`src/rtl/irq_bsi_pkg.sv`:
```
package irq_bsi_pkg;
  typedef enum logic [2:0] {
    ST_IDLE,
    ST_READ_VEC,
    ST_WRITE_RET,
    ST_LOAD_IAR,
    ST_RET_READ
  } seq_st_e;
endpackage

```
`src/rtl/irq_vec_map.sv`:
```
module irq_vec_map #(
  parameter int NUM_LVL  = 6,
  parameter int LW       = 3,
  parameter int WW       = 16,
  parameter int VEC_BASE = 8
) (
  input  logic [LW-1:0] lvl_i,
  output logic          valid_o,
  output logic [WW-1:0] vec_addr_o
);
  logic [NUM_LVL-1:0] hit;

  for (genvar g = 0; g < NUM_LVL; g++) begin : g_lvl
    assign hit[g] = (lvl_i == LW'(g));
  end

  assign valid_o    = |hit;
  assign vec_addr_o = WW'(VEC_BASE) + WW'(lvl_i);
endmodule

```
`src/rtl/irq_bsi_fsm.sv`:
```
module irq_bsi_fsm
  import irq_bsi_pkg::*;
(
  input  logic    clk_i,
  input  logic    rst_ni,
  input  logic    grant_ok_i,
  input  logic    ret_i,
  input  logic    mem_ready_i,
  output seq_st_e st_o,
  output logic    ret_mode_o
);
  seq_st_e st_q;
  logic    ret_mode_q;

  always_ff @(posedge clk_i or negedge rst_ni) begin
    if (!rst_ni) begin
      st_q       <= ST_IDLE;
      ret_mode_q <= 1'b0;
    end else begin
      unique case (st_q)
        ST_IDLE: begin
          // grant beats return
          if (grant_ok_i) begin
            st_q       <= ST_READ_VEC;
            ret_mode_q <= 1'b0;
          end else if (ret_i) begin
            st_q       <= ST_RET_READ;
            ret_mode_q <= 1'b1;
          end
        end
        ST_READ_VEC:  if (mem_ready_i) st_q <= ST_WRITE_RET;
        ST_WRITE_RET: if (mem_ready_i) st_q <= ST_LOAD_IAR;
        ST_RET_READ:  if (mem_ready_i) st_q <= ST_LOAD_IAR;
        ST_LOAD_IAR:  st_q <= ST_IDLE;
        default:      st_q <= ST_IDLE;
      endcase
    end
  end

  assign st_o       = st_q;
  assign ret_mode_o = ret_mode_q;
endmodule

```
`src/rtl/irq_bsi_dp.sv`:
```
module irq_bsi_dp
  import irq_bsi_pkg::*;
#(
  parameter int LW = 3,
  parameter int WW = 16
) (
  input  logic          clk_i,
  input  logic          rst_ni,
  input  seq_st_e       st_i,
  input  logic          grant_ok_i,
  input  logic          ret_i,
  input  logic [LW-1:0] grant_lvl_i,
  input  logic [LW-1:0] ret_lvl_i,
  input  logic [WW-1:0] ret_addr_i,
  input  logic [WW-1:0] vec_addr_i,
  input  logic [WW-1:0] iar_i,
  input  logic [WW-1:0] mem_rdata_i,
  input  logic          mem_ready_i,
  output logic          mem_req_o,
  output logic          mem_we_o,
  output logic [WW-1:0] mem_addr_o,
  output logic [WW-1:0] mem_wdata_o,
  output logic [WW-1:0] nxt_o,
  output logic [LW-1:0] lvl_o
);
  logic [LW-1:0] lvl_q;
  logic [WW-1:0] sav_q, ea_q, nxt_q;

  always_ff @(posedge clk_i or negedge rst_ni) begin
    if (!rst_ni) begin
      lvl_q <= '0;
      sav_q <= '0;
      ea_q  <= '0;
      nxt_q <= '0;
    end else begin
      unique case (st_i)
        ST_IDLE: begin
          if (grant_ok_i) begin
            lvl_q <= grant_lvl_i;
            sav_q <= iar_i;
            ea_q  <= vec_addr_i;  // addr register first holds the vector slot
          end else if (ret_i) begin
            lvl_q <= ret_lvl_i;
            ea_q  <= ret_addr_i;
          end
        end
        ST_READ_VEC:  if (mem_ready_i) ea_q  <= mem_rdata_i;
        ST_WRITE_RET: if (mem_ready_i) nxt_q <= ea_q + WW'(1);
        ST_RET_READ:  if (mem_ready_i) nxt_q <= mem_rdata_i;
        default: ;
      endcase
    end
  end

  assign mem_req_o   = (st_i == ST_READ_VEC) || (st_i == ST_WRITE_RET) || (st_i == ST_RET_READ);
  assign mem_we_o    = (st_i == ST_WRITE_RET);
  assign mem_addr_o  = ea_q;
  assign mem_wdata_o = mem_we_o ? sav_q : '0;
  assign nxt_o       = nxt_q;
  assign lvl_o       = lvl_q;
endmodule

```
`src/rtl/irq_bsi_seq.sv`:
```
module irq_bsi_seq
  import irq_bsi_pkg::*;
#(
  parameter int NUM_LVL  = 6,
  parameter int WW       = 16,
  parameter int VEC_BASE = 8,
  localparam int LW      = (NUM_LVL > 1) ? $clog2(NUM_LVL) : 1
) (
  input  logic          clk_i,
  input  logic          rst_ni,
  input  logic          grant_i,
  input  logic [LW-1:0] grant_lvl_i,
  input  logic          ret_i,
  input  logic [WW-1:0] ret_addr_i,
  input  logic [LW-1:0] ret_lvl_i,
  input  logic [WW-1:0] iar_i,
  output logic          mem_req_o,
  output logic          mem_we_o,
  output logic [WW-1:0] mem_addr_o,
  output logic [WW-1:0] mem_wdata_o,
  input  logic [WW-1:0] mem_rdata_i,
  input  logic          mem_ready_i,
  output logic          iar_load_o,
  output logic [WW-1:0] iar_val_o,
  output logic          done_o,
  output logic          lvl_clr_o,
  output logic [LW-1:0] lvl_clr_id_o,
  output logic          busy_o
);
  seq_st_e       st;
  logic          ret_mode, lvl_ok, grant_ok;
  logic [WW-1:0] vec_addr;

  irq_vec_map #(.NUM_LVL(NUM_LVL), .LW(LW), .WW(WW), .VEC_BASE(VEC_BASE)) u_map (
    .lvl_i      (grant_lvl_i),
    .valid_o    (lvl_ok),
    .vec_addr_o (vec_addr)
  );

  assign grant_ok = grant_i && lvl_ok;

  irq_bsi_fsm u_fsm (
    .clk_i       (clk_i),
    .rst_ni      (rst_ni),
    .grant_ok_i  (grant_ok),
    .ret_i       (ret_i),
    .mem_ready_i (mem_ready_i),
    .st_o        (st),
    .ret_mode_o  (ret_mode)
  );

  irq_bsi_dp #(.LW(LW), .WW(WW)) u_dp (
    .clk_i       (clk_i),
    .rst_ni      (rst_ni),
    .st_i        (st),
    .grant_ok_i  (grant_ok),
    .ret_i       (ret_i),
    .grant_lvl_i (grant_lvl_i),
    .ret_lvl_i   (ret_lvl_i),
    .ret_addr_i  (ret_addr_i),
    .vec_addr_i  (vec_addr),
    .iar_i       (iar_i),
    .mem_rdata_i (mem_rdata_i),
    .mem_ready_i (mem_ready_i),
    .mem_req_o   (mem_req_o),
    .mem_we_o    (mem_we_o),
    .mem_addr_o  (mem_addr_o),
    .mem_wdata_o (mem_wdata_o),
    .nxt_o       (iar_val_o),
    .lvl_o       (lvl_clr_id_o)
  );

  assign done_o     = (st == ST_LOAD_IAR);
  assign iar_load_o = done_o;
  assign lvl_clr_o  = done_o && ret_mode;
  assign busy_o     = (st != ST_IDLE);
endmodule

```
`config.mk`:
```
export PLATFORM = sky130hd
export DESIGN_NAME = irq_bsi_seq
export DESIGN_NICKNAME = d
export VERILOG_FILES = /design/src/rtl/irq_bsi_pkg.sv /design/src/rtl/irq_vec_map.sv /design/src/rtl/irq_bsi_fsm.sv /design/src/rtl/irq_bsi_dp.sv /design/src/rtl/irq_bsi_seq.sv
export SDC_FILE = /design/constraint.sdc
export NUM_CORES = 1
export LEC_CHECK = 0
export ABC_AREA = 1
export BUFFER_PORTS_ARGS = -buffer_cell sky130_fd_sc_hd__buf_2
export CAP_MARGIN = 20
export CORE_MARGIN = 2
export CORE_UTILIZATION = 40
export DETAILED_ROUTE_END_ITERATION = 16
export PLACE_DENSITY = 0.78
export SKIP_CTS_REPAIR_TIMING = 1
export SYNTH_ARGS = -nofsm -noshare
export SYNTH_HDL_FRONTEND = slang
export SYNTH_SLANG_ARGS = --single-unit
```
`constraint.sdc`:
```
create_clock -name clk_i -period 2.75 [get_ports clk_i]
set_clock_uncertainty 0.1 [all_clocks]
set_input_delay 0.275 -clock clk_i [delete_from_list [all_inputs] [get_ports clk_i]]
set_output_delay 0.275 -clock clk_i [all_outputs]
set_load 0.02 [all_outputs]
```
==> metrics.txt, run 1 <==
status=completed; Die ar.=8240 µm²; Post-Place Cells=621; top_reg_cell synth=dfrtp_1; fillers=726; Via density=4.93; synthesis-to-layout area growth=25.3%; Syn Nets=around 480; clock-pin slew on the worst setup and hold paths=100 ps; Cell Pwr Density=1120 nW/µm²; layout cells sized above 1=0.266; H-tree Lvls=2; initial antenna violation count=0; clk buf depth=2; post-synth cell types=26; Lkg Pwr=about 2.1 nW; grt total ovfl=0; Async SR Flop Fraction=1.00; Initial Util=0.413; slowest CP cell=dfrtp_1; Nets=590; GR Layer Usage met1=0.264; GR Util met2=0.363; reg2reg path depth=7; Most common cell on crit path=inv_1; largest cells by area after synthesis=dfrtp_1 (46%), nand2_1 (16%), o21ai_0 (6.8%); global routing usage on met3=0.0434; Pre-Repair DR Iteration Count=5; final period utilization=0.782; vias after detailed routing=3100; slowest stage delay, CP=440 ps; post-synth top area share=0.457; Rows=31; drt total wl=8360 µm; delay-heaviest family, CP=simple AND/OR/NAND/NOR gates; # IOs=about 120; core area=between 7000 and 8000 µm²; Crit path depth=6; Vert. Die Dim=90.8 µm; ant diodes=0; worst reg2reg setup slack=670 ps; number of port buffers=115; top-count cell post-synth=nand2_1; DR iter-0 viols=194; worst-skew pair later-pin latency=310 ps; largest area contributor in the netlist=dfrtp_1; Post-synth EDFFs=0; GR Util All Layers=0.209; Most Crowded Layer GR=met2; Max Cap Viol=0; worst hold path stage count=3; Worst setup SP type=flip-flop; FF+latch count, synth=55; total CTS buffers=5; FF-to-FF End=u_dp.nxt_o[4]$_DFFE_PN0P_; HPWL Detailed=around 6300 µm; worst path arrival time=~1800 ps; final cell count without fillers=629; maximum VDD drop=427 µV; worst hold endpoint=u_dp.sav_q[10]$_DFFE_PN0P_; worst hold slack=76.9 ps; Synth Cell Area=3010 µm²; Worst slew margin=0.582; Seq/Total Area, Yosys=0.457; Fin. Hold Viols=0; Final Max Tran Viols=0; post-route minimum period=2150 ps; ANT nets after route=0; clock sink count=between 50 and 60; Hold Crit Start=iar_i[10]; first-pass GRT wire length=14000 µm; synth warn=0; Crit Path Class=reg2out; Critical Path RT=2380 ps; Least-Margin Pin Slew=627 ps; worst-path cell chain=inv_1 -> nand3_2 -> nand2_2 -> nor2_1 -> inv_1 -> buf_2; Final Wtd Congestion=0.821; vias in the first global route=3007; RSZ-0062 raised after global routing=no; Root Buffer=clkbuf_8; commonest cells in the netlist=nand2_1 (128), dfrtp_1 (55), inv_1 (50); largest net degree at the start of global routing=34; final setup fails=0; Cells after Synth=419; Critical R2R Launch=u_fsm.st_o[1]$_DFFE_PN0P_; drt wl/cell=13.3 µm; DIE WIDTH=90.8 µm; Max Fclk=465 MHz; CP Buf/Inv Count=3; crit-path max FO=19; DRC viols=0; CTS tree=built; CP endpoint kind=output port; Mapped Avg Cell Area=between 7 and 8 µm²; Tightest Hold Check Type=in2reg; setup tns final=0 ps
-- area by class of cell --
cell class	instances	area, µm²	share of cell area
clock buffer	5	68.8	0.0182
timing repair buffer	121	623	0.165
clock inverter	2	37.5	0.00994
sequential	55	1380	0.364
multi-input combinational	293	1340	0.356
tap	99	124	0.0328
inverter	54	203	0.0537
-- flip-flops by register name, summed over array words and instances, names as in the netlist --
name / cells
u_dp.sav_q: 16
u_fsm.ret_mode_o: 1
u_dp.nxt_o: 16
u_dp.lvl_o: 3
u_dp.mem_addr_o: 16
u_fsm.st_o: 3
-- cell families (layout without fill, tap and decap cells) --
kind of cell | Yosys count | count (layout) | synth area share
AO/OA/AOI/OAI | 72 | 72 | 0.132
buffers and inverters | 71 | 182 | 0.0972
flip-flops | 55 | 55 | 0.457
XOR/XNOR | 3 | 3 | 0.00872
adder cells (fa/ha/maj) | 1 | 1 | 0.00415
AND/OR/NAND/NOR | 217 | 217 | 0.301
-- report_power, final --
group,total (W),switching [W],internal [W]
sequential,0.00146,0.000273,0.00119
combinational,0.00224,0.00154,0.000703
clock,0.000530,0.000264,0.000267
-- stage by stage --
step | utilization | cell area [µm²] | worst slack [ps] | total power [W]
after floorplan | - | 3010 | 1100 | 0.00301
after detailed placement | 0.502 | 3660 | 719 | 0.00372
after CTS | 0.516 | 3770 | 614 | 0.00426
after global routing | 0.518 | 3780 | 458 | 0.00460
final | 0.518 | 3780 | 599 | 0.00423
after global placement | 0.502 | 3660 | 816 | 0.00364
-- routing by layer --
metal / vias up / part of all wire
met5: - / 0
met4: 0 / 0.020
met3: 12 / 0.067
met2: 136 / 0.49
met1: 1408 / 0.42
li1: 1544 / -
-- how the worst max path moves through the flow --
stage,endpoint,slack (ps),start
final,mem_req_o,600,u_fsm.st_o[1]$_DFFE_PN0P_
after global routing,u_dp.nxt_o[4]$_DFFE_PN0P_,460,u_fsm.st_o[1]$_DFFE_PN0P_
after CTS,mem_req_o,610,u_fsm.st_o[1]$_DFFE_PN0P_
after detailed placement,u_dp.nxt_o[5]$_DFFE_PN0P_,720,u_fsm.st_o[1]$_DFFE_PN0P_
after global placement,u_dp.nxt_o[0]$_DFFE_PN0P_,820,u_fsm.st_o[1]$_DFFE_PN0P_
after floorplan,iar_load_o,1100,u_fsm.st_o[1]$_DFFE_PN0P_
-- placed cells by master (no fill, tap or decap), types with 4 or more instances in the layout --
cell and n:
a21oi_1 18, buf_2 115, buf_4 5, clkbuf_8 5
dfrtp_1 55, inv_1 50, inv_2 4, nand2_1 128
nand3_1 35, nand4_1 4, nor2_1 39, o211ai_1 8
o21ai_0 41
-- worst reg2reg max path, cell delays in order, from the launching register on --
cell and delay, ps:
dfrtp_1 440, inv_1 130, nand3_2 350, nand2_2 240
nand2_2 280, inv_2 280, nor2_1 60, a21oi_1 130
Note: power is estimated with default switching activity, not from simulation.
==> run 2, diff against run 1 <==
--- a/config.mk
+++ b/config.mk
@@ -11,7 +11,7 @@
 export CORE_MARGIN = 2
 export CORE_UTILIZATION = 40
 export DETAILED_ROUTE_END_ITERATION = 16
-export PLACE_DENSITY = 0.78
+export PLACE_DENSITY = 0.81
 export SKIP_CTS_REPAIR_TIMING = 1
 export SYNTH_ARGS = -nofsm -noshare
 export SYNTH_HDL_FRONTEND = slang
==> constraint.sdc (replaced) <==
create_clock -name clk_i -period 1.8 [get_ports clk_i]
set_clock_uncertainty 0.1 [all_clocks]
set_input_delay 0.18 -clock clk_i [delete_from_list [all_inputs] [get_ports clk_i]]
set_output_delay 0.18 -clock clk_i [all_outputs]
set_load 0.02 [all_outputs]
==> metrics.txt, run 2 (same netlist as run 1, synthesis figures left out) <==
status=finished with violations; failing checks=negative hold slack; Least-Margin Pin Slew=about 700 ps; worst hold path stage count=3; Vert. Die Dim=90.8 µm; ANT nets after route=0; clock-pin slew on the worst setup and hold paths=90 ps; Final Wtd Congestion=just over 0.9; DIE WIDTH=between 90 and 100 µm; first-pass GRT wire length=13900 µm; Nets=599; initial antenna violation count=0; maximum VDD drop=a little under 700 µV; grt total ovfl=0; Die ar.=8240 µm²; DR iter-0 viols=191; Hold Crit Start=iar_i[0]; largest net degree at the start of global routing=between 50 and 60; Crit Path Class=reg2out; Root Buffer=clkbuf_8; vias in the first global route=3036; worst reg2reg setup slack=approximately 140 ps; worst hold slack=-17.0 ps; reg2reg path depth=8; Worst setup SP type=flip-flop; Via density=4.91; layout cells sized above 1=0.276; GR Util All Layers=0.207; fillers=723; Pre-Repair DR Iteration Count=4; worst path arrival time=1420 ps; Final Max Tran Viols=0; Initial Util=0.413; core area=7290 µm²; Critical R2R Launch=u_fsm.st_o[2]$_DFFE_PN0P_; commonest non-fill, non-tap cell in the layout=nand2_1; Fin. Hold Viols=9; DRC viols=0; final cell count without fillers=639; crit-path max FO=4; Critical Path RT=approximately 1500 ps; CP endpoint kind=output port; most frequent cells in the layout=nand2_1 (128), buf_2 (115), dfrtp_1 (52); Cell Pwr Density=1680 nW/µm²; HPWL Detailed=6230 µm; worst-skew pair later-pin latency=310 ps; Tightest Hold Check Type=in2reg; H-tree Lvls=2; final period utilization=0.947; total CTS buffers=5; CTS tree=built; Max Cap Viol=0; drt total wl=8440 µm; Post-Place Cells=around 630; ant diodes=0; clk buf depth=2; final setup fails=0; Rows=31; FF-to-FF End=u_dp.mem_addr_o[13]$_DFFE_PN0P_; Worst slew margin=0.538; number of port buffers=approximately 120; vias after detailed routing=3136; synthesis-to-layout area growth=27.8%; drt wl/cell=~13 µm; worst hold endpoint=u_dp.sav_q[0]$_DFFE_PN0P_; Max Fclk=587 MHz; post-route minimum period=1700 ps; # IOs=116; Lkg Pwr=2.13 nW; clock sink count=55; post-layout util=0.528
## run 2: cell types whose count changed in the layout (fill, tap and decap cells not counted), sizes merged
cell,previous run,this run
buf,120,125
bufinv,1,0
clkbuf,5,6
clkinv,0,1
dlygate4sd3,1,5
## run 2: critical path, stage by stage, from the launching register on
cell and delay, ps:
dfrtp_2 430, inv_1 100, nand3_2 100, nand2_2 90, nor2_1 190, inv_1 50
buf_2 160
## run 2: routing by layer
metal / track usage / vias to the layer above / part of all wire
met3: 0.0409 / 13 / 0.072
met5: 0 / - / 0
met2: 0.340 / 134 / 0.48
met1: 0.272 / 1420 / 0.43
met4: 0.0745 / 0 / 0.018
li1: - / 1569 / -
## run 2: how the worst max path moves through the flow
| stage | start | end | depth (start not counted) |
|---|---|---|---|
| floorplan | u_fsm.st_o[1]$_DFFE_PN0P_ | iar_load_o | 3 |
| global placement | u_dp.mem_addr_o[0]$_DFFE_PN0P_ | u_dp.nxt_o[10]$_DFFE_PN0P_ | 8 |
| detailed placement | u_fsm.st_o[2]$_DFFE_PN0P_ | u_dp.mem_addr_o[13]$_DFFE_PN0P_ | 8 |
| CTS | u_fsm.st_o[2]$_DFFE_PN0P_ | u_dp.mem_addr_o[13]$_DFFE_PN0P_ | 8 |
| global route | u_fsm.st_o[2]$_DFFE_PN0P_ | mem_wdata_o[8] | 5 |
| finish | u_fsm.st_o[1]$_DFFE_PN0P_ | mem_req_o | 6 |
## run 2: report_power, final
group | internal [W] | switching [W] | total (W)
Clock | 0.000273 | 0.000394 | 0.000667
Sequential | 0.00182 | 0.000437 | 0.00226
Combinational | 0.00117 | 0.00237 | 0.00353
Total | 0.00326 | 0.00320 | 0.00646
## run 2: layout make-up
type	count	area, µm²	share of cell area
Multi-Input combinational cell	293	1360	0.353
Inverter	54	203	0.0526
Sequential cell	55	1380	0.358
Timing Repair Buffer	130	701	0.182
Clock buffer	6	72.6	0.0188
Clock inverter	2	12.5	0.00325
Tap cell	99	124	0.0322
## run 2: metrics by stage
| step | instance area (µm²) | power [W] | TNS [ps] | hold WS (ps) | setup slack, ps |
|---|---|---|---|---|---|
| finish | 3850 | 0.00646 | 0 | -17.0 | 95.9 |
| global route | 3850 | 0.00701 | -1.09 | -0.704 | -1.09 |
| CTS | 3770 | 0.00643 | 0 | -80.2 | 58.3 |
| detailed placement | 3690 | 0.00575 | 0 | 259 | 56.1 |
| global placement | 3690 | 0.00562 | 0 | 252 | 186 |
| floorplan | 3010 | 0.00460 | 0 | -216 | 243 |
==> run 3, diff against run 2 <==
--- a/config.mk
+++ b/config.mk
@@ -8,6 +8,7 @@
 export ABC_AREA = 1
 export BUFFER_PORTS_ARGS = -buffer_cell sky130_fd_sc_hd__buf_2
 export CAP_MARGIN = 20
+export CORE_ASPECT_RATIO = 0.6
 export CORE_MARGIN = 2
 export CORE_UTILIZATION = 40
 export DETAILED_ROUTE_END_ITERATION = 16
==> constraint.sdc (replaced) <==
create_clock -name clk_i -period 1.8 [get_ports clk_i]
set_clock_uncertainty 0.1 [all_clocks]
set_input_delay 0.18 -clock clk_i [delete_from_list [all_inputs] [get_ports clk_i]]
set_output_delay 0.18 -clock clk_i [all_outputs]
set_load 0.005 [all_outputs]
==> metrics.txt, run 3 (same netlist as run 1, synthesis figures left out) <==
Most Crowded Layer GR=met1; initial antenna violation count=0; clock sink count=55; slowest CP cell=dfrtp_1; Nets=600; GR Util met2=0.341; synthesis-to-layout area growth=30.8%; Cell Pwr Density=1650 nW/µm²; core area=7270 µm²; Worst slew margin=0.661; Post-Place Cells=~630; Via density=about 5.1; first-pass GRT wire length=14800 µm; post-route minimum period=about 1700 ps; Critical Path RT=between 1500 and 2000 ps; Vert. Die Dim=71.2 µm; reg2reg path depth=8; total CTS buffers=5; worst-path cell chain=nor2_2 -> nand2_2 -> a21oi_4 -> inv_2 -> nand2_8 -> inv_1 -> nand2_1 -> nand2_1; clock-pin slew on the worst setup and hold paths=80 ps; final period utilization=0.952; final setup fails=0; Final Wtd Congestion=0.914; drt wl/cell=between 10 and 15 µm; CTS tree=built; grt total ovfl=0; most frequent cells in the layout=nand2_1 (128), buf_2 (115), dfrtp_1 (53); Die ar.=roughly 8300 µm²; status=finished with violations; worst-skew pair later-pin latency=~300 ps; DIE WIDTH=116 µm; global routing usage on met3=0.0533; final cell count without fillers=645; worst path arrival time=between 1500 and 2000 ps; commonest non-fill, non-tap cell in the layout=nand2_1; CP endpoint kind=flip-flop; Root Buffer=clkbuf_16; Max Fclk=just under 600 MHz; worst hold path stage count=3; failing checks=negative hold slack; maximum VDD drop=674 µV; Lkg Pwr=2.18 nW; DR iter-0 viols=263; GR Layer Usage met1=0.342; # IOs=116; setup tns final=0 ps; RSZ-0062 raised after global routing=yes; largest net degree at the start of global routing=33; clk buf depth=2; crit-path max FO=20; Fin. Hold Viols=3; slowest stage delay, CP=440 ps; post-route cell area=3940 µm²; Tightest Hold Check Type=in2reg; Most common cell on crit path=nand2_1; Max Cap Viol=0; GR Util All Layers=0.231; Crit Path Class=reg2reg; Final Max Tran Viols=0; layout cells sized above 1=0.285; ANT nets after route=0; Pre-Repair DR Iteration Count=5; H-tree Lvls=2; Rows=24; vias in the first global route=3037; Area after DPL=between 3000 and 4000 µm²; vias after detailed routing=3294; Initial Util=0.415; worst hold slack=-4.68 ps; HPWL Detailed=7100 µm; number of port buffers=115; DRC viols=0; drt total wl=9390 µm; Worst setup SP type=flip-flop; ant diodes=0; Least-Margin Pin Slew=roughly 500 ps
-- run 3: cell count changes in the layout (fill, tap and decap cells not counted), sizes merged --
cell,previous run,this run
bufinv,0,1
inv,54,55
clkinvlp,1,0
dlygate4sd3,5,1
buf,125,130
clkinv,1,0
-- run 3: worst paths after layout --
| kind | slack, ps | startpoint | end |
|---|---|---|---|
| worst max-delay path | 90 | u_fsm.st_o[2]$_DFFE_PN0P_ | u_dp.mem_addr_o[5]$_DFFE_PN0P_ |
| max in group asynchronous | 680 | rst_ni | u_dp.mem_addr_o[1]$_DFFE_PN0P_ |
| worst min-delay path | -5 | iar_i[1] | u_dp.sav_q[1]$_DFFE_PN0P_ |
| min in group asynchronous | 280 | rst_ni | u_fsm.st_o[1]$_DFFE_PN0P_ |
| worst max register to register | 90 | u_fsm.st_o[2]$_DFFE_PN0P_ | u_dp.mem_addr_o[5]$_DFFE_PN0P_ |
| worst min register to register | 380 | u_dp.nxt_o[10]$_DFFE_PN0P_ | u_dp.nxt_o[10]$_DFFE_PN0P_ |
-- run 3: power breakdown --
| group | internal (W) | leakage [nW] | switching (W) |
|---|---|---|---|
| Sequential | 0.00182 | 0.677 | 0.000440 |
| Clock | 0.000701 | 0.0875 | 0.000467 |
| Combinational | 0.00118 | 1.42 | 0.00189 |
-- run 3: cell type report --
type / count / area, µm²
fillers: 695 / 3330
well taps: 104 / 130
flip-flops and latches: 55 / 1380
multi-input cells: 293 / 1350
clock buffers: 6 / 139
inverters: 54 / 203
repair buffers: 131 / 698
clock inverters: 2 / 38.8
-- run 3: metrics by stage --
stage	power (W)	setup WS, ps	utilization
2_1_floorplan	0.00402	356	-
3_3_place_gp	0.00508	149	0.513
3_5_place_dp	0.00523	63.4	0.513
4_1_cts	0.00642	40.8	0.537
5_1_grt	0.00701	-10.9	0.542
6_report	0.00650	87.0	0.542
-- run 3: worst max-delay path, delay by kind of cell, from the launching register on --
kind                   cells  cell delay, ps
AO/OA/AOI/OAI              1             190
buffers and inverters      2             260
flip-flops                 1             440
AND/OR/NAND/NOR            5             600
-- run 3: per-layer routing --
metal	vias up	share of wire
met5	-	0
met4	0	0.014
met3	15	0.084
met2	170	0.44
met1	1540	0.47
li1	1569	-
